### src/rtl/uart_regctl_pkg.sv
package uart_regctl_pkg;

    localparam int OFS_W = 6;

    localparam logic [OFS_W-1:0] OFS_MODE = 6'h00;
    localparam logic [OFS_W-1:0] OFS_STAT = 6'h04;
    localparam logic [OFS_W-1:0] OFS_CMD  = 6'h08;
    localparam logic [OFS_W-1:0] OFS_DATA = 6'h0C;
    localparam logic [OFS_W-1:0] OFS_INT  = 6'h14;
    localparam logic [OFS_W-1:0] OFS_DIV0 = 6'h18;
    localparam logic [OFS_W-1:0] OFS_DIV1 = 6'h1C;

    // bit 6 of the first mode register selects the receive interrupt source
    localparam int RXSRC_BIT = 6;

    typedef enum logic [2:0] {
        MISC_NOP     = 3'd0,
        MISC_PTR_RST = 3'd1,
        MISC_RX_RST  = 3'd2,
        MISC_TX_RST  = 3'd3,
        MISC_ERR_RST = 3'd4,
        MISC_BRK_CLR = 3'd5,
        MISC_BRK_ON  = 3'd6,
        MISC_BRK_OFF = 3'd7
    } misc_cmd_e;

    typedef enum logic [1:0] {
        EN_KEEP = 2'd0,
        EN_ON   = 2'd1,
        EN_OFF  = 2'd2,
        EN_RSVD = 2'd3
    } en_cmd_e;

    typedef struct packed {
        logic ptr_rst;
        logic rx_rst;
        logic tx_rst;
        logic brk_clr;
    } cmd_act_t;

    typedef enum logic {
        TXS_EMPTY  = 1'b0,
        TXS_LOADED = 1'b1
    } tx_state_e;

endpackage

### src/rtl/uart_cmd_decode.sv
module uart_cmd_decode
    import uart_regctl_pkg::*;
#(
    parameter int CMD_W = 8
) (
    input  logic             cmd_wr,
    input  logic [CMD_W-1:0] cmd,
    input  logic             tx_en_q,
    input  logic             rx_en_q,
    output cmd_act_t         act,
    output logic             tx_en_d,
    output logic             rx_en_d
);

    misc_cmd_e misc;
    en_cmd_e   tx_op;
    en_cmd_e   rx_op;
    logic      unused_cmd_hi;

    assign misc          = misc_cmd_e'(cmd[6:4]);
    assign tx_op         = en_cmd_e'(cmd[3:2]);
    assign rx_op         = en_cmd_e'(cmd[1:0]);
    assign unused_cmd_hi = ^cmd[CMD_W-1:7];

    // the misc field acts first, then the transmitter field, then the receiver field
    always_comb begin
        act     = '0;
        tx_en_d = tx_en_q;
        rx_en_d = rx_en_q;
        if (cmd_wr) begin
            unique case (misc)
                MISC_PTR_RST: act.ptr_rst = 1'b1;
                MISC_RX_RST: begin
                    act.rx_rst = 1'b1;
                    rx_en_d    = 1'b0;
                end
                MISC_TX_RST: begin
                    act.tx_rst = 1'b1;
                    tx_en_d    = 1'b0;
                end
                MISC_BRK_CLR: act.brk_clr = 1'b1;
                MISC_NOP, MISC_ERR_RST, MISC_BRK_ON, MISC_BRK_OFF: ;
            endcase
            unique case (tx_op)
                EN_ON:  tx_en_d = 1'b1;
                EN_OFF: tx_en_d = 1'b0;
                EN_KEEP, EN_RSVD: ;
            endcase
            unique case (rx_op)
                EN_ON:  rx_en_d = 1'b1;
                EN_OFF: rx_en_d = 1'b0;
                EN_KEEP, EN_RSVD: ;
            endcase
        end
    end

endmodule

### src/rtl/uart_tx_stage.sv
module uart_tx_stage
    import uart_regctl_pkg::*;
#(
    parameter int DATA_W = 8
) (
    input  logic              clk,
    input  logic              rst_n,
    input  logic              tx_en,
    input  logic              load,
    input  logic [DATA_W-1:0] load_data,
    input  logic              drop,
    input  logic              tx_ready,
    output logic              tx_valid,
    output logic [DATA_W-1:0] tx_data,
    output logic              tx_empty
);

    tx_state_e         state_q, state_d;
    logic [DATA_W-1:0] hold_q;

    // state register
    always_ff @(posedge clk) begin
        if (!rst_n) begin
            state_q <= TXS_EMPTY;
            hold_q  <= '0;
        end else begin
            state_q <= state_d;
            if (load) hold_q <= load_data;
        end
    end

    // next state: R5 drop, R7 load and accept
    always_comb begin
        state_d = state_q;
        unique case (state_q)
            TXS_EMPTY: begin
                if (load) state_d = TXS_LOADED;
            end
            TXS_LOADED: begin
                if (drop)                      state_d = TXS_EMPTY;
                else if (load)                 state_d = TXS_LOADED;
                else if (tx_valid && tx_ready) state_d = TXS_EMPTY;
            end
        endcase
    end

    // outputs
    always_comb begin
        tx_valid = (state_q == TXS_LOADED) && tx_en;
        tx_empty = (state_q == TXS_EMPTY);
        tx_data  = hold_q;
    end

    AST_TX_HOLD: assert property (@(posedge clk) disable iff (!rst_n)
        (tx_valid && !tx_ready && !load && !drop && tx_en)
        |=> (tx_valid && $stable(tx_data)));

    AST_TX_ACCEPT_EMPTIES: assert property (@(posedge clk) disable iff (!rst_n)
        (tx_valid && tx_ready && !load) |=> tx_empty);

    AST_TX_DROP: assert property (@(posedge clk) disable iff (!rst_n)
        (drop && !load) |=> (tx_empty && !tx_valid));

endmodule

### src/rtl/uart_irq_ctl.sv
module uart_irq_ctl #(
    parameter int DATA_W = 8
) (
    input  logic              clk,
    input  logic              rst_n,
    input  logic              mask_wr,
    input  logic [DATA_W-1:0] wdata,
    input  logic              brk_evt,
    input  logic              brk_clr,
    input  logic              rx_src_full,
    input  logic              rx_ready,
    input  logic              rx_full,
    input  logic              tx_rdy,
    output logic [DATA_W-1:0] isr,
    output logic              irq
);

    logic [DATA_W-1:0] imr_q;
    logic              brk_q;
    logic              rx_bit;

    always_ff @(posedge clk) begin
        if (!rst_n) begin
            imr_q <= '0;
            brk_q <= 1'b0;
        end else begin
            if (mask_wr) imr_q <= wdata;
            if (brk_evt)      brk_q <= 1'b1;
            else if (brk_clr) brk_q <= 1'b0;
        end
    end

    // the receive source is chosen by the mode bit
    always_comb begin
        rx_bit = rx_src_full ? rx_full : rx_ready;
        isr    = '0;
        isr[0] = tx_rdy;
        isr[1] = rx_bit;
        isr[2] = brk_q;
        irq    = |(isr & imr_q);
    end

    AST_MASK_ZERO_QUIET: assert property (@(posedge clk) disable iff (!rst_n)
        (mask_wr && (wdata == '0)) |=> !irq);

    AST_BRK_CLEARS: assert property (@(posedge clk) disable iff (!rst_n)
        (brk_clr && !brk_evt) |=> !isr[2]);

    AST_BRK_SETS: assert property (@(posedge clk) disable iff (!rst_n)
        brk_evt |=> isr[2]);

endmodule

### src/rtl/uart_regctl.sv
module uart_regctl
    import uart_regctl_pkg::*;
#(
    parameter int         ADDR_W   = 8,
    parameter int         DATA_W   = 8,
    parameter logic [7:0] DIV0_VAL = 8'hA5,
    parameter logic [7:0] DIV1_VAL = 8'h3C
) (
    input  logic              clk,
    input  logic              rst_n,
    input  logic              wr_en,
    input  logic              rd_en,
    input  logic [ADDR_W-1:0] addr,
    input  logic [DATA_W-1:0] wdata,
    output logic [DATA_W-1:0] rdata,
    input  logic              rxf_empty,
    input  logic              rxf_full,
    input  logic [DATA_W-1:0] rxf_data,
    output logic              rxf_pop,
    output logic              rxf_flush,
    output logic              rx_en,
    input  logic              brk_evt,
    output logic              tx_valid,
    input  logic              tx_ready,
    output logic [DATA_W-1:0] tx_data,
    output logic              irq
);

    localparam int HI_W = ADDR_W - OFS_W;

    logic [OFS_W-1:0]  ofs;
    logic              unused_addr_hi;
    logic [DATA_W-1:0] mode_a_q, mode_b_q;
    logic              ptr_q;
    logic              tx_en_q, rx_en_q, tx_en_d, rx_en_d;
    logic [DATA_W-1:0] rdata_q, rd_mux;
    logic [DATA_W-1:0] status, isr;
    logic              tx_empty;
    cmd_act_t          act;
    logic              wr_mode, wr_cmd, wr_data, wr_mask, rd_data;

    // decode modulo 64
    assign ofs            = addr[OFS_W-1:0];
    assign unused_addr_hi = ^addr[ADDR_W-1:ADDR_W-HI_W];

    assign wr_mode = wr_en && (ofs == OFS_MODE);
    assign wr_cmd  = wr_en && (ofs == OFS_CMD);
    assign wr_data = wr_en && (ofs == OFS_DATA);
    assign wr_mask = wr_en && (ofs == OFS_INT);
    assign rd_data = rd_en && (ofs == OFS_DATA);

    uart_cmd_decode #(.CMD_W(DATA_W)) u_cmd (
        .cmd_wr (wr_cmd),
        .cmd    (wdata),
        .tx_en_q(tx_en_q),
        .rx_en_q(rx_en_q),
        .act    (act),
        .tx_en_d(tx_en_d),
        .rx_en_d(rx_en_d)
    );

    uart_tx_stage #(.DATA_W(DATA_W)) u_tx (
        .clk      (clk),
        .rst_n    (rst_n),
        .tx_en    (tx_en_q),
        .load     (wr_data),
        .load_data(wdata),
        .drop     (act.tx_rst),
        .tx_ready (tx_ready),
        .tx_valid (tx_valid),
        .tx_data  (tx_data),
        .tx_empty (tx_empty)
    );

    uart_irq_ctl #(.DATA_W(DATA_W)) u_irq (
        .clk        (clk),
        .rst_n      (rst_n),
        .mask_wr    (wr_mask),
        .wdata      (wdata),
        .brk_evt    (brk_evt),
        .brk_clr    (act.brk_clr),
        .rx_src_full(mode_a_q[RXSRC_BIT]),
        .rx_ready   (!rxf_empty),
        .rx_full    (rxf_full),
        .tx_rdy     (tx_en_q),
        .isr        (isr),
        .irq        (irq)
    );

    // mode registers and pointer; R4..R6 enables; R11 registered read
    always_ff @(posedge clk) begin
        if (!rst_n) begin
            mode_a_q <= '0;
            mode_b_q <= '0;
            ptr_q    <= 1'b0;
            tx_en_q  <= 1'b0;
            rx_en_q  <= 1'b0;
            rdata_q  <= '0;
        end else begin
            tx_en_q <= tx_en_d;
            rx_en_q <= rx_en_d;
            if (wr_mode) begin
                if (ptr_q) mode_b_q <= wdata;
                else       mode_a_q <= wdata;
                ptr_q <= 1'b1;
            end else if (act.ptr_rst) begin
                ptr_q <= 1'b0;
            end
            if (rd_en) rdata_q <= rd_mux;
        end
    end

    // status layout
    always_comb begin
        status    = '0;
        status[0] = !rxf_empty;
        status[1] = rxf_full;
        status[2] = tx_en_q;
        status[3] = tx_empty;
    end

    always_comb begin
        unique case (ofs)
            OFS_MODE: rd_mux = ptr_q ? mode_b_q : mode_a_q;
            OFS_STAT: rd_mux = status;
            OFS_DATA: rd_mux = rxf_empty ? '0 : rxf_data;
            OFS_INT:  rd_mux = isr;
            OFS_DIV0: rd_mux = DATA_W'(DIV0_VAL);
            OFS_DIV1: rd_mux = DATA_W'(DIV1_VAL);
            default:  rd_mux = '0;
        endcase
    end

    assign rdata     = rdata_q;
    assign rxf_pop   = rd_data && !rxf_empty;
    assign rxf_flush = act.rx_rst;
    assign rx_en     = rx_en_q;

    AST_PTR_STICKY: assert property (@(posedge clk) disable iff (!rst_n)
        wr_mode |=> ptr_q);

    AST_RX_RST_OFF: assert property (@(posedge clk) disable iff (!rst_n)
        (wr_cmd && (wdata[6:4] == 3'd2) && (wdata[1:0] != 2'd1)) |=> !rx_en);

    AST_EMPTY_READ_ZERO: assert property (@(posedge clk) disable iff (!rst_n)
        (rd_data && rxf_empty) |=> (rdata == '0));

    AST_NO_POP_EMPTY: assert property (@(posedge clk) disable iff (!rst_n)
        rxf_empty |-> !rxf_pop);

endmodule

### config.mk
export PLATFORM = sky130hd
export DESIGN_NAME = uart_regctl
export DESIGN_NICKNAME = d
export VERILOG_FILES = /design/src/rtl/uart_regctl_pkg.sv /design/src/rtl/uart_cmd_decode.sv /design/src/rtl/uart_tx_stage.sv /design/src/rtl/uart_irq_ctl.sv /design/src/rtl/uart_regctl.sv
export SDC_FILE = /design/constraint.sdc
export NUM_CORES = 1
export LEC_CHECK = 0
export ABC_AREA = 1
export BUFFER_PORTS_ARGS = -buffer_cell sky130_fd_sc_hd__buf_2
export CAP_MARGIN = 30
export CORE_MARGIN = 4
export CORE_UTILIZATION = 50
export DETAILED_ROUTE_END_ITERATION = 8
export GPL_ROUTABILITY_DRIVEN = 0
export PLACE_DENSITY = 0.83
export SLEW_MARGIN = 5
export SYNTH_ARGS = -nofsm -noshare
export SYNTH_HDL_FRONTEND = slang
export SYNTH_SLANG_ARGS = --single-unit
### constraint.sdc
create_clock -name clk -period 1.3 [get_ports clk]
set_input_delay 0.26 -clock clk [delete_from_list [all_inputs] [get_ports clk]]
set_output_delay 0.26 -clock clk [all_outputs]
set_load 0.01 [all_outputs]
==> impl_summary.md, run 1 <==
Outcome
The flow ran to the end, but the final reports show violations. The final reports fail on setup timing.

Power
The switching share of power is 0.2467. The relative contribution of the clock network to total power is 0.357. The leakage power figure is 1.275 nW. The share of total power dissipated in sequential elements is 0.526.

The switching power of the nets is 0.5835 mW. The internal power contribution is 1.782 mW. The completed layout was analyzed and its total power is 2.365 mW. Power spread over the standard cell area amounts to 902.2 mW/mm2.

The combinational share of power is 0.117. The worst voltage drop across the vdd grid is 0.0009900 V.

Logic synthesis
The count of cell types in the netlist is 31. Synthesis produced a netlist whose cell count is approximately 280. After synthesis the cells add up to 0.001952 mm2. The share of the Yosys chip area taken by registers is 0.4103. The dominant register cell in the synthesized netlist is sky130_fd_sc_hd__dfxtp_1.

The number of flops mapped to enable cells by yosys is 0. The register bit total from synthesis is 40. The number of nets produced by synthesis is 315.

The average instance in the mapped netlist occupies 6.946 um2. After synthesis, the share of flip-flops with an asynchronous set or reset is 0. The Yosys warning count is 0.

Global route
The number of global-route vias before repair is ~1900. The largest net degree at the start of global routing is 30. The overall track demand over capacity in global routing is 0.2133. After global routing the overflow that remains totals 0. The initial antenna violation count is 0. The first-pass GRT wire length is 8500 um.

Final layout
The count of nets after finishing is a little under 400. The total of fill cells in the finished design is roughly 320. The proportion of layout cells with a drive suffix above 1 is 0.3090. For this run, the share of the core covered by cells in the final layout is 0.7054.

The count of antenna diodes in the layout is 0. The signed area change from the synthesized netlist to the final layout is 34.29%.

STA
Across all setup checks in the final design, the least slack found is -0.003982 ns. The count of final max-slew check failures is 0. At the pin with the least slew margin, the transition time is between 0.3 and 0.4 ns.

Setup violations remaining at the end of the flow were counted as 1. The number of hold violations in the final report is 0. The minimum clock period is 1.304 ns. Between clock sinks in the finished design, the worst skew comes to 0.009109 ns. Based on the critical path, the design can be clocked at up to 766.9 MHz.

The final period utilization is 1.003. The worst pin sits at a relative slew slack of 0.7981. Setup repair after global routing could not meet its margin everywhere.

Route
The wire length per cell after detailed routing is 13.01 um. The total routed wirelength is 5255 um. The residual antenna-violating net count after detailed routing is 0. The detailed router placed 2071 vias in this run.

After the first detailed-routing iteration, the DRC count stood at around 160. The detailed-routing iteration count for the pre-antenna-repair pass is 4. In the routed layout, each cell is associated on average with a via count of ~5.1.

The total DRC errors in the routed layout is 0.

CTS
After clock tree synthesis, the clock-pin slew on the worst setup and hold paths is 0.08 ns. The number of hold buffers added after CTS was 0. The H-tree generated during clock tree synthesis spans 2 levels. Clock latency on the worst-skew pair, taken at its later pin, is between 0.2 and 0.3 ns.

The clock root buffer is sky130_fd_sc_hd__clkbuf_8. The number of sinks on the clock net is 40. The clock passes through at most 2 buffers. The clock tree from TritonCTS is done. The total CTS buffers is 5.

Floorplan
Measured along the x axis, the die boundary spans 70.48 um. The die is 70.48 um tall. The number of rows created at floorplan is 22. The boundary pin count is 53. The die area is 0.004967 mm2.

The starting utilization of the core area is 0.5253. The placeable core region is 0.003716 mm2.

Critical path
The startpoint class of the critical path is a flop. For flop-to-flop paths, the worst setup slack is ~0.15 ns. The maximum fanout count along the critical path is 3. The worst register-to-register path has a depth of 8. The end of the worst register-to-register path is rdata[2]. STA puts the critical path data required time at 1.04 ns.

Data on the critical path arrives at its endpoint at 1.04 ns. The worst setup path is of the flop to output pin kind. The start of the worst register-to-register path is ptr_q.

The worst setup path is captured at an output pin.

Placement
The port buffer count is 50. The estimated wirelength of the detail-placed design is 3877 um.

Worst hold path
The cell count of the worst hold path is 3. The worst hold path begins at brk_evt. The path class of the tightest hold or removal check is primary input to flop.

The worst-case hold path end point is u_irq.brk_q.

Flow run
The number of max-capacitance violations reported is 0.
[worst max-delay path, cell delays in order (launching register included)]
cell,delay (ns)
sky130_fd_sc_hd__dfxtp_4,0.37
sky130_fd_sc_hd__o21ai_4,0.13
sky130_fd_sc_hd__nand2_1,0.06
sky130_fd_sc_hd__nand3_1,0.06
sky130_fd_sc_hd__buf_2,0.12
[power by group through the flow]
| stage | logic [mW] | clock network (mW) | registers [mW] |
|---|---|---|---|
| final | 0.277 | 0.845 | 1.24 |
| after global routing | 0.304 | 0.923 | 1.24 |
| after CTS | 0.254 | 0.865 | 1.24 |
| after detailed placement | 0.242 | 0 | 1.27 |
| after global placement | 0.237 | 0 | 1.27 |
| after floorplan | 0.102 | 0 | 1.28 |
[flip-flops by register name, indices dropped and copies added (netlist names), 3 cells and up]
signal,cells
mode_b_q,8
u_tx.tx_data,8
rdata,8
u_irq.imr_q,3
mode_a_q,8
[logic make-up (layout without fill, tap and decap cells)]
group,count (synthesis),after routing,share of synthesized area
AOI/OAI and AO/OA,67,67,0.1814
adders and majority gates,2,2,0.01282
buffers and inverters,42,117,0.09808
DFF,40,40,0.4103
and+or+nand+nor,130,130,0.2974
[stage by stage]
stage,cell area (um2),worst slack [ns],setup TNS [ns],std cells,hold WS [ns]
4_1_cts,2546,-0.008007,-0.008007,404,0.2032
2_1_floorplan,1964,0.03255,0,281,0.3940
5_1_grt,2621,-0.07197,-0.09191,404,0.2054
3_3_place_gp,2410,-0.09753,-1.342,393,0.4302
6_report,2621,-0.003982,-0.003982,404,0.2058
3_5_place_dp,2410,-0.1639,-2.599,393,0.4342
[cell type report]
class                   instances  area [um2]  area share
inverters                      33       133.9     0.05107
flip-flops and latches         40       805.8      0.3074
repair buffers                 76       509.2      0.1943
multi-input cells             199        1020      0.3890
clock buffers                   6       82.58     0.03150
clock inverters                 2       10.01    0.003819
well taps                      48       60.06     0.02291
[synth_stat cells, drive strengths merged (2+ instances only)]
library cell	count	area, um2
dfxtp	40	800.8
nor2	46	210.2
ha	2	25.02
nand4	2	12.51
clkinv	3	16.27
a31oi	2	12.51
nor3	3	15.01
buf	7	55.05
nand3	17	90.09
nand2	59	234.0
nor4	2	12.51
o21ai	36	183.9
inv	30	112.6
a21oi	26	133.9
clkbuf	2	7.510
[cell usage in the layout, fill, tap and decap left out, drive strengths merged]
cell,Yosys,layout
nand2,59,59
nor3,3,3
buf,7,76
nand4,2,2
ha,2,2
nor2,46,46
and2,1,1
a21boi,1,1
nor4,2,2
clkbuf,2,6
clkinv,3,4
inv,30,31
a41oi,1,1
a21oi,26,26
nand3,17,17
dfxtp,40,40
o21ai,36,36
a31oi,2,2
a211oi,1,1
[repair_timing]
item                                    in CTS  in global routing
resized for setup                            9                 23
cloned                                       0                  0
endpoints found under the setup margin       4                  6
pin swaps                                    6                  2
setup buffers                                3                  0
[worst max path at each step]
stage | startpoint | endpoint | slack (ns) | depth (start not counted)
3_5_place_dp | addr[5] | u_tx.tx_data[3] | -0.16 | 9
2_1_floorplan | rd_en | rxf_pop | 0.03 | 3
5_1_grt | mode_a_q[6] | irq | -0.07 | 4
6_report | mode_a_q[6] | irq | -0.004 | 4
4_1_cts | mode_a_q[6] | irq | -0.008 | 4
3_3_place_gp | addr[5] | u_tx.tx_data[1] | -0.1 | 9
[metal layers]
metal | global-route usage | wire length, um | vias up
met2 | 0.3441 | 2471 | 73
met3 | 0.05612 | 361 | 12
met5 | 0 | 0 | -
li1 | - | - | 1061
met4 | 0.08936 | 101 | 0
met1 | 0.2667 | 2321 | 925
No activity file was read; power rests on OpenSTA's default activity.
==> run 2, diff against run 1 <==
--- a/config.mk
+++ b/config.mk
@@ -7,12 +7,12 @@
 export LEC_CHECK = 0
 export ABC_AREA = 1
 export BUFFER_PORTS_ARGS = -buffer_cell sky130_fd_sc_hd__buf_2
-export CAP_MARGIN = 30
+export CAP_MARGIN = 40
 export CORE_MARGIN = 4
 export CORE_UTILIZATION = 50
 export DETAILED_ROUTE_END_ITERATION = 8
 export GPL_ROUTABILITY_DRIVEN = 0
-export PLACE_DENSITY = 0.83
+export PLACE_DENSITY = 0.85
 export SLEW_MARGIN = 5
 export SYNTH_ARGS = -nofsm -noshare
 export SYNTH_HDL_FRONTEND = slang
==> constraint.sdc (replaced) <==
create_clock -name clk -period 1.2 [get_ports clk]
set_input_delay 0.24 -clock clk [delete_from_list [all_inputs] [get_ports clk]]
set_output_delay 0.24 -clock clk [all_outputs]
set_load 0.01 [all_outputs]
==> impl_summary.md, run 2 (synthesized netlist as in run 1, its figures left out) <==
Power
The switching power of the nets is 0.6633 mW (+14%). The relative contribution of the clock network to total power is 0.395 (+0.038). The worst voltage drop across the vdd grid is 0.0009371 V (-5.3%). The combinational share of power is 0.117 (about the same).

The power density normalized to cell area is 986.9 mW/mm2 (+9.4%). The switching share of power is 0.2399 (-0.006803). The sequential group share of total power was 0.487 (-0.039). The leakage power figure is 1.344 nW (+5.4%). The total power is 2.765 mW (+17%). The internal power contribution is 2.102 mW (+18%).

Outcome
The final reports fail on setup timing. The flow ran to the end, but the final reports show violations.

Route
The total DRC errors in the routed layout is 0 (unchanged). The residual antenna-violating net count after detailed routing is 0 (unchanged). The count of vias placed by the detailed router came to 2170 (+4.8%). The total routed wirelength is 5651 um (+7.5%). The detailed-routing iteration count for the pre-antenna-repair pass is 4 (unchanged). The number of violations reported at the end of detailed-routing iteration 0 is 149 (-8.0%). The detailed-route vias per instance was 5.216 (+1.8%).

The wire length per cell after detailed routing came to 13.58 um (+4.4%).

CTS
The depth of the CTS H-tree came to 2 (unchanged). The total CTS buffers is 5 (unchanged). The number of buffers on the longest clock path is 2 (unchanged).

The register clock-pin slew on the reported worst setup and hold paths is 0.08 ns (about the same). The clock root buffer is sky130_fd_sc_hd__clkbuf_8. TritonCTS built the clock tree. The clock insertion delay at the later pin of the skew report was 0.29 ns (about the same). The number of sinks on the clock net is 40 (unchanged).

STA
The clock skew after layout was 0.005319 ns (-0.003790 ns). The transition time at the pin with the least slew margin is 0.2737 ns (-0.02682 ns). The number of hold violations in the final report was 0 (unchanged).

Static timing analysis puts the maximum clock frequency at 777.8 MHz. The count of final max-slew check failures is 0 (unchanged). The final period utilization is 1.071. The number of endpoints failing setup at the final stage is 2 (+1). Setup repair after global routing could not meet its margin everywhere.

The remaining max-slew budget at the tightest pin is 0.8161 (+0.01802). The minimum setup slack in the final design is -0.08569 ns (-0.08171 ns). The routed design could run at a clock period as short as 1.286 ns.

Final layout
The signed area change from the synthesized netlist to the final layout is 43.53%. The area of all placed cells without fillers came to 0.002801 mm2 (+6.9%). The count of nets after finishing is 401 (+3.1%). The final standard cell utilization of the core is 0.7539 (+0.04849). The count of antenna diodes in the layout is 0 (unchanged). The library cells used most frequently in the layout, excluding fill and tap cells, are sky130_fd_sc_hd__nand2_1, sky130_fd_sc_hd__buf_2, sky130_fd_sc_hd__nor2_1, sky130_fd_sc_hd__dfxtp_1, sky130_fd_sc_hd__buf_4.

The most frequent standard cell in the layout excluding fill and tap cells is sky130_fd_sc_hd__nand2_1. The proportion of layout cells with a drive suffix above 1 is 0.3641 (+0.05514).

Critical path
The worst setup path is captured at an output pin. The signal on the critical path passes through o21ai_4, nand2_1, nand3_1, buf_2. The kind of cell with the highest combined delay along the critical path is flip-flops. The worst stage delay on the critical path is 0.37 ns (about the same). The arrival time at the worst endpoint was 1.05 ns (about the same). The path length in cells of the critical path was 4 (unchanged).

The logic depth of the worst register-to-register path was 6 (-2). The setup path with the least slack is of type flop to output pin. The required time of the worst setup path was 0.96 ns (-0.08 ns). The maximum fanout count along the critical path is 3 (unchanged). STA classifies the critical path startpoint as a flop.

The slowest stage of the critical path belongs to the cell sky130_fd_sc_hd__dfxtp_4. The count of buffer and inverter cells on the critical path is 1 (unchanged).

Worst hold path
The path type of the worst min-delay path is primary input to flop. The cell count of the worst hold path came to 3 (unchanged).

Placement
The cell area after placement is 0.002471 mm2 (+2.5%). The estimated wirelength of the detail-placed design is 4153 um (+7.1%). The port buffer count came to 50 (unchanged).

Global route
The total congestion overflow is 0 (unchanged). The overall track demand over capacity in global routing is 0.2310 (+0.01771). The first-pass GRT wire length came to 9225 um (+8.5%). The largest net degree at the start of global routing is 26 (-13%). The number of global-route vias before repair is 2045 (+8.5%).

The initial antenna violation count was 0 (unchanged).

Floorplan
The starting utilization of the core area is 0.5253 (unchanged). The boundary pin count is 53 (unchanged). The number of rows created at floorplan is 22 (unchanged).

The die area was 0.004967 mm2 (unchanged). The placeable core region is 0.003716 mm2 (unchanged). The die outline height came to 70.48 um (unchanged). The width of the chip is 70.48 um (unchanged).

Flow run
The number of max-capacitance violations reported came to 0 (unchanged).
## run 2: final cells by class
| cell class | instances | area [um2] |
|---|---|---|
| Sequential cell | 40 | 808.3 |
| Tap cell | 48 | 60.06 |
| Clock buffer | 5 | 68.82 |
| Inverter | 33 | 136.4 |
| Clock inverter | 3 | 42.54 |
| Fill cell | 280 | 914.6 |
| Timing Repair Buffer | 88 | 619.3 |
| Multi-Input combinational cell | 199 | 1066 |
## run 2: tightest hold or removal path, cell delays in order
cell and delay [ns]:
sky130_fd_sc_hd__buf_2 0.09, sky130_fd_sc_hd__inv_1 0.04, sky130_fd_sc_hd__a21oi_1 0.05
## run 2: per-stage QoR
stage / hold slack, ns / TNS, ns / worst slack (ns) / instances
3_3_place_gp: 0.4310 / -2.743 / -0.1316 / 400
4_1_cts: 0.1685 / -0.1439 / -0.08245 / 413
2_1_floorplan: 0.3740 / 0 / 0.04486 / 281
3_5_place_dp: 0.4324 / -4.416 / -0.1946 / 400
6_report: 0.1721 / -0.1279 / -0.08569 / 416
5_1_grt: 0.1794 / -0.3837 / -0.1519 / 416
## run 2: path summary, 6_finish.rpt
path / from / endpoint / slack, ns
min: brk_evt / u_irq.brk_q / 0.17
max reg2reg: ptr_q / mode_b_q[3] / 0.03
max: mode_a_q[6] / irq / -0.09
min reg2reg: rx_en / rx_en / 0.45
## run 2: timing repair
action | in CTS | in global routing
buffers inserted | 5 | 3
cloned | 0 | 0
resized for setup | 19 | 32
hold buffers | 0 | 0
setup endpoints to repair | 16 | 23
pin swaps | 8 | 11
## run 2: power groups by stage
| stage | Sequential (mW) | Clock [mW] | Combinational [mW] |
|---|---|---|---|
| finish | 1.35 | 1.09 | 0.325 |
| global route | 1.35 | 1.17 | 0.355 |
| CTS | 1.35 | 1.11 | 0.302 |
| detailed placement | 1.38 | 0 | 0.275 |
| global placement | 1.38 | 0 | 0.270 |
| floorplan | 1.38 | 0 | 0.115 |
## run 2: metal layers
| layer | wire, um | track usage | vias to the layer above |
|---|---|---|---|
| met4 | 160 | 0.08085 | 0 |
| met1 | 2323 | 0.2698 | 985 |
| met5 | 0 | 0 | - |
| li1 | - | - | 1084 |
| met3 | 390 | 0.05180 | 17 |
| met2 | 2778 | 0.4096 | 84 |
==> run 3, diff against run 2 <==
--- a/config.mk
+++ b/config.mk
@@ -9,10 +9,10 @@
 export BUFFER_PORTS_ARGS = -buffer_cell sky130_fd_sc_hd__buf_2
 export CAP_MARGIN = 40
 export CORE_MARGIN = 4
-export CORE_UTILIZATION = 50
+export CORE_UTILIZATION = 47
 export DETAILED_ROUTE_END_ITERATION = 8
 export GPL_ROUTABILITY_DRIVEN = 0
-export PLACE_DENSITY = 0.85
+export PLACE_DENSITY = 0.84
 export SLEW_MARGIN = 5
 export SYNTH_ARGS = -nofsm -noshare
 export SYNTH_HDL_FRONTEND = slang
==> constraint.sdc (replaced) <==
create_clock -name clk -period 1.1 [get_ports clk]
set_input_delay 0.22 -clock clk [delete_from_list [all_inputs] [get_ports clk]]
set_output_delay 0.22 -clock clk [all_outputs]
set_load 0.01 [all_outputs]
==> impl_summary.md, run 3 (synthesized netlist as in run 1, its figures left out) <==
Outcome
The run finished, with violations left. The checks that failed: setup timing.

Global route
The initial antenna violation count is 0 (unchanged). The overall track demand over capacity in global routing is 0.2240 (-0.006980). The number of global-route vias before repair is 2137 (+4.5%). The first-pass GRT wire length came to 9308 um (+0.90%).

The total congestion overflow came to 0 (unchanged). The largest net degree at the start of global routing is 31 (+19%).

Route
The detailed-route vias per instance is 5.424 (+4.0%). The number of violations reported at the end of detailed-routing iteration 0 is 115 (-23%). The count of vias placed by the detailed router was 2289 (+5.5%).

The detailed-routing iteration count for the pre-antenna-repair pass is 5 (+1). The residual antenna-violating net count after detailed routing is 0 (unchanged). The total DRC errors in the routed layout was 0 (unchanged). The total routed wirelength is 6539 um (+16%). The wire length per cell after detailed routing is 15.50 um (+14%).

Final layout
The library cells used most frequently in the layout, excluding fill and tap cells, are sky130_fd_sc_hd__buf_2, sky130_fd_sc_hd__nand2_1, sky130_fd_sc_hd__dfxtp_1, sky130_fd_sc_hd__nor2_1, sky130_fd_sc_hd__buf_4. The number of non-filler instances in the completed layout is 422 (+1.4%). The library cell used most frequently in the layout, excluding fill and tap cells, is sky130_fd_sc_hd__buf_2. The total of fill cells in the finished design is 294 (+5.0%). The final standard cell utilization of the core came to 0.7466 (-0.007235).

The proportion of layout cells with a drive suffix above 1 was 0.4570 (+0.09286). The count of nets after finishing is 405 (+1.0%). The count of antenna diodes in the layout is 0 (unchanged). The signed area change from the synthesized netlist to the final layout is 53.01%. The area of all placed cells without fillers is 0.002987 mm2 (+6.6%).

Placement
The worst setup slack after placement was -0.2992 ns (-0.1046 ns). The estimated wirelength of the detail-placed design is 4078 um (-1.8%). The cell area after placement is 0.002504 mm2 (+1.3%). The placed cell count was 403 (+0.75%). The port buffer count is 50 (unchanged).

CTS
The register clock-pin slew on the reported worst setup and hold paths is 0.08 ns (about the same). The clock insertion delay at the later pin of the skew report is 0.30 ns (about the same). The number of buffers on the longest clock path is 2 (unchanged). The depth of the CTS H-tree is 2 (unchanged). The total of hold buffers inserted after clock tree synthesis is 0 (unchanged).

Clock tree synthesis selected as its root buffer the cell sky130_fd_sc_hd__clkbuf_8. The total CTS buffers is 5 (unchanged). The clock tree from TritonCTS is done. The number of sinks on the clock net is 40 (unchanged).

Power
The leakage power figure was 1.378 nW (+2.5%). The power density normalized to cell area is 966.2 mW/mm2 (-2.1%). The total power is 2.886 mW (+4.4%). The worst voltage drop across the vdd grid is 0.0008527 V (-9.0%).

Floorplan
The number of rows created at floorplan was 23 (+4.5%). The width of the chip is 72.45 um (+2.8%). The die area is 0.005248 mm2 (+5.7%).

The boundary pin count came to 53 (unchanged). The die outline height is 72.45 um (+2.8%). The starting utilization of the core area is 0.4880 (-0.03730). The placeable core region came to 0.004000 mm2 (+7.6%).

STA
The minimum setup slack in the final design came to -0.2092 ns (-0.1235 ns). The number of endpoints failing setup at the final stage is 15 (+13). The final period utilization is 1.190. The smallest clock period supported by the final layout is computed as 1.309 ns.

Setup repair after global routing could not meet its margin everywhere. The total negative setup slack was -0.8230 ns (-0.6951 ns). The count of final max-slew check failures was 0 (unchanged).

The clock skew after layout came to 0.008686 ns (+0.003366 ns). The transition time at the pin with the least slew margin is 0.2870 ns (+0.01330 ns). The maximum achievable frequency is 763.8 MHz. The remaining max-slew budget at the tightest pin was 0.8084 (-0.007675).

The number of hold violations in the final report is 0 (unchanged). The final-layout worst hold slack is 0.1672 ns (-0.004912 ns).

Critical path
The critical path is of the flop to output pin type. The maximum fanout count along the critical path is 3 (unchanged). The startpoint class of the critical path is a flop. The arrival time at the worst endpoint is 1.09 ns (+0.04 ns). The required time of the worst setup path was 0.88 ns (-0.08 ns). STA classifies the critical path endpoint as an output pin.

Worst hold path
The path type of the worst min-delay path is primary input to flop.

Flow run
The number of max-capacitance violations reported is 0 (unchanged).
==> run 3: changes by cell type in the layout (fill, tap and decap cells not counted), moves of 3 or more <==
| cell | change |
|---|---|
| sky130_fd_sc_hd__a21oi_1 | -5 |
| sky130_fd_sc_hd__a21oi_2 | +5 |
| sky130_fd_sc_hd__nand2_1 | -12 |
| sky130_fd_sc_hd__nand2_2 | +13 |
| sky130_fd_sc_hd__nand3_1 | -3 |
| sky130_fd_sc_hd__nor2_1 | -5 |
| sky130_fd_sc_hd__nor2_2 | +4 |
| sky130_fd_sc_hd__o21ai_0 | -11 |
| sky130_fd_sc_hd__o21ai_2 | +7 |
==> run 3: critical path, cell delays in order (launching register included) <==
cell and delay (ns):
sky130_fd_sc_hd__dfxtp_2 0.38, sky130_fd_sc_hd__nand2_2 0.06, sky130_fd_sc_hd__o21ai_2 0.07, sky130_fd_sc_hd__nand2_1 0.09
sky130_fd_sc_hd__nand3_1 0.07, sky130_fd_sc_hd__buf_2 0.13
==> run 3: final cells by class <==
type | count | area, um2 | share of cell area
Timing Repair Buffer | 91 | 645.6 | 0.2162
Sequential cell | 40 | 810.8 | 0.2715
Inverter | 33 | 148.9 | 0.04985
Timing Repair inverter | 1 | 6.256 | 0.002095
Multi-Input combinational cell | 199 | 1222 | 0.4093
Tap cell | 50 | 62.56 | 0.02095
Clock buffer | 8 | 90.09 | 0.03016
==> run 3: metal layers <==
layer,global-route usage,up-vias,share of wire
li1,-,1093,-
met1,0.2684,1089,0.41
met2,0.3822,80,0.51
met3,0.06094,27,0.048
met4,0.08402,0,0.037
met5,0,-,0
==> run 3: final timing paths <==
kind	start	end	slack (ns)	cells after the start
max	mode_a_q[6]	irq	-0.21	5
max reg2reg	ptr_q	mode_b_q[5]	-0.07	6
min	brk_evt	u_irq.brk_q	0.17	3
min reg2reg	rdata[4]	rdata[4]	0.47	2
==> run 3: power breakdown <==
group / leakage, nW / internal, mW / switching (mW)
Clock: 0.0455 / 0.512 / 0.513
Combinational: 1.01 / 0.173 / 0.220
Sequential: 0.326 / 1.46 / 0.00984
==> run 3: timing repair <==
action	CTS	global route
gates resized for setup	29	74
pin swaps	10	29
endpoints found under the setup margin	25	34
buffers inserted	6	5
cloned	0	1
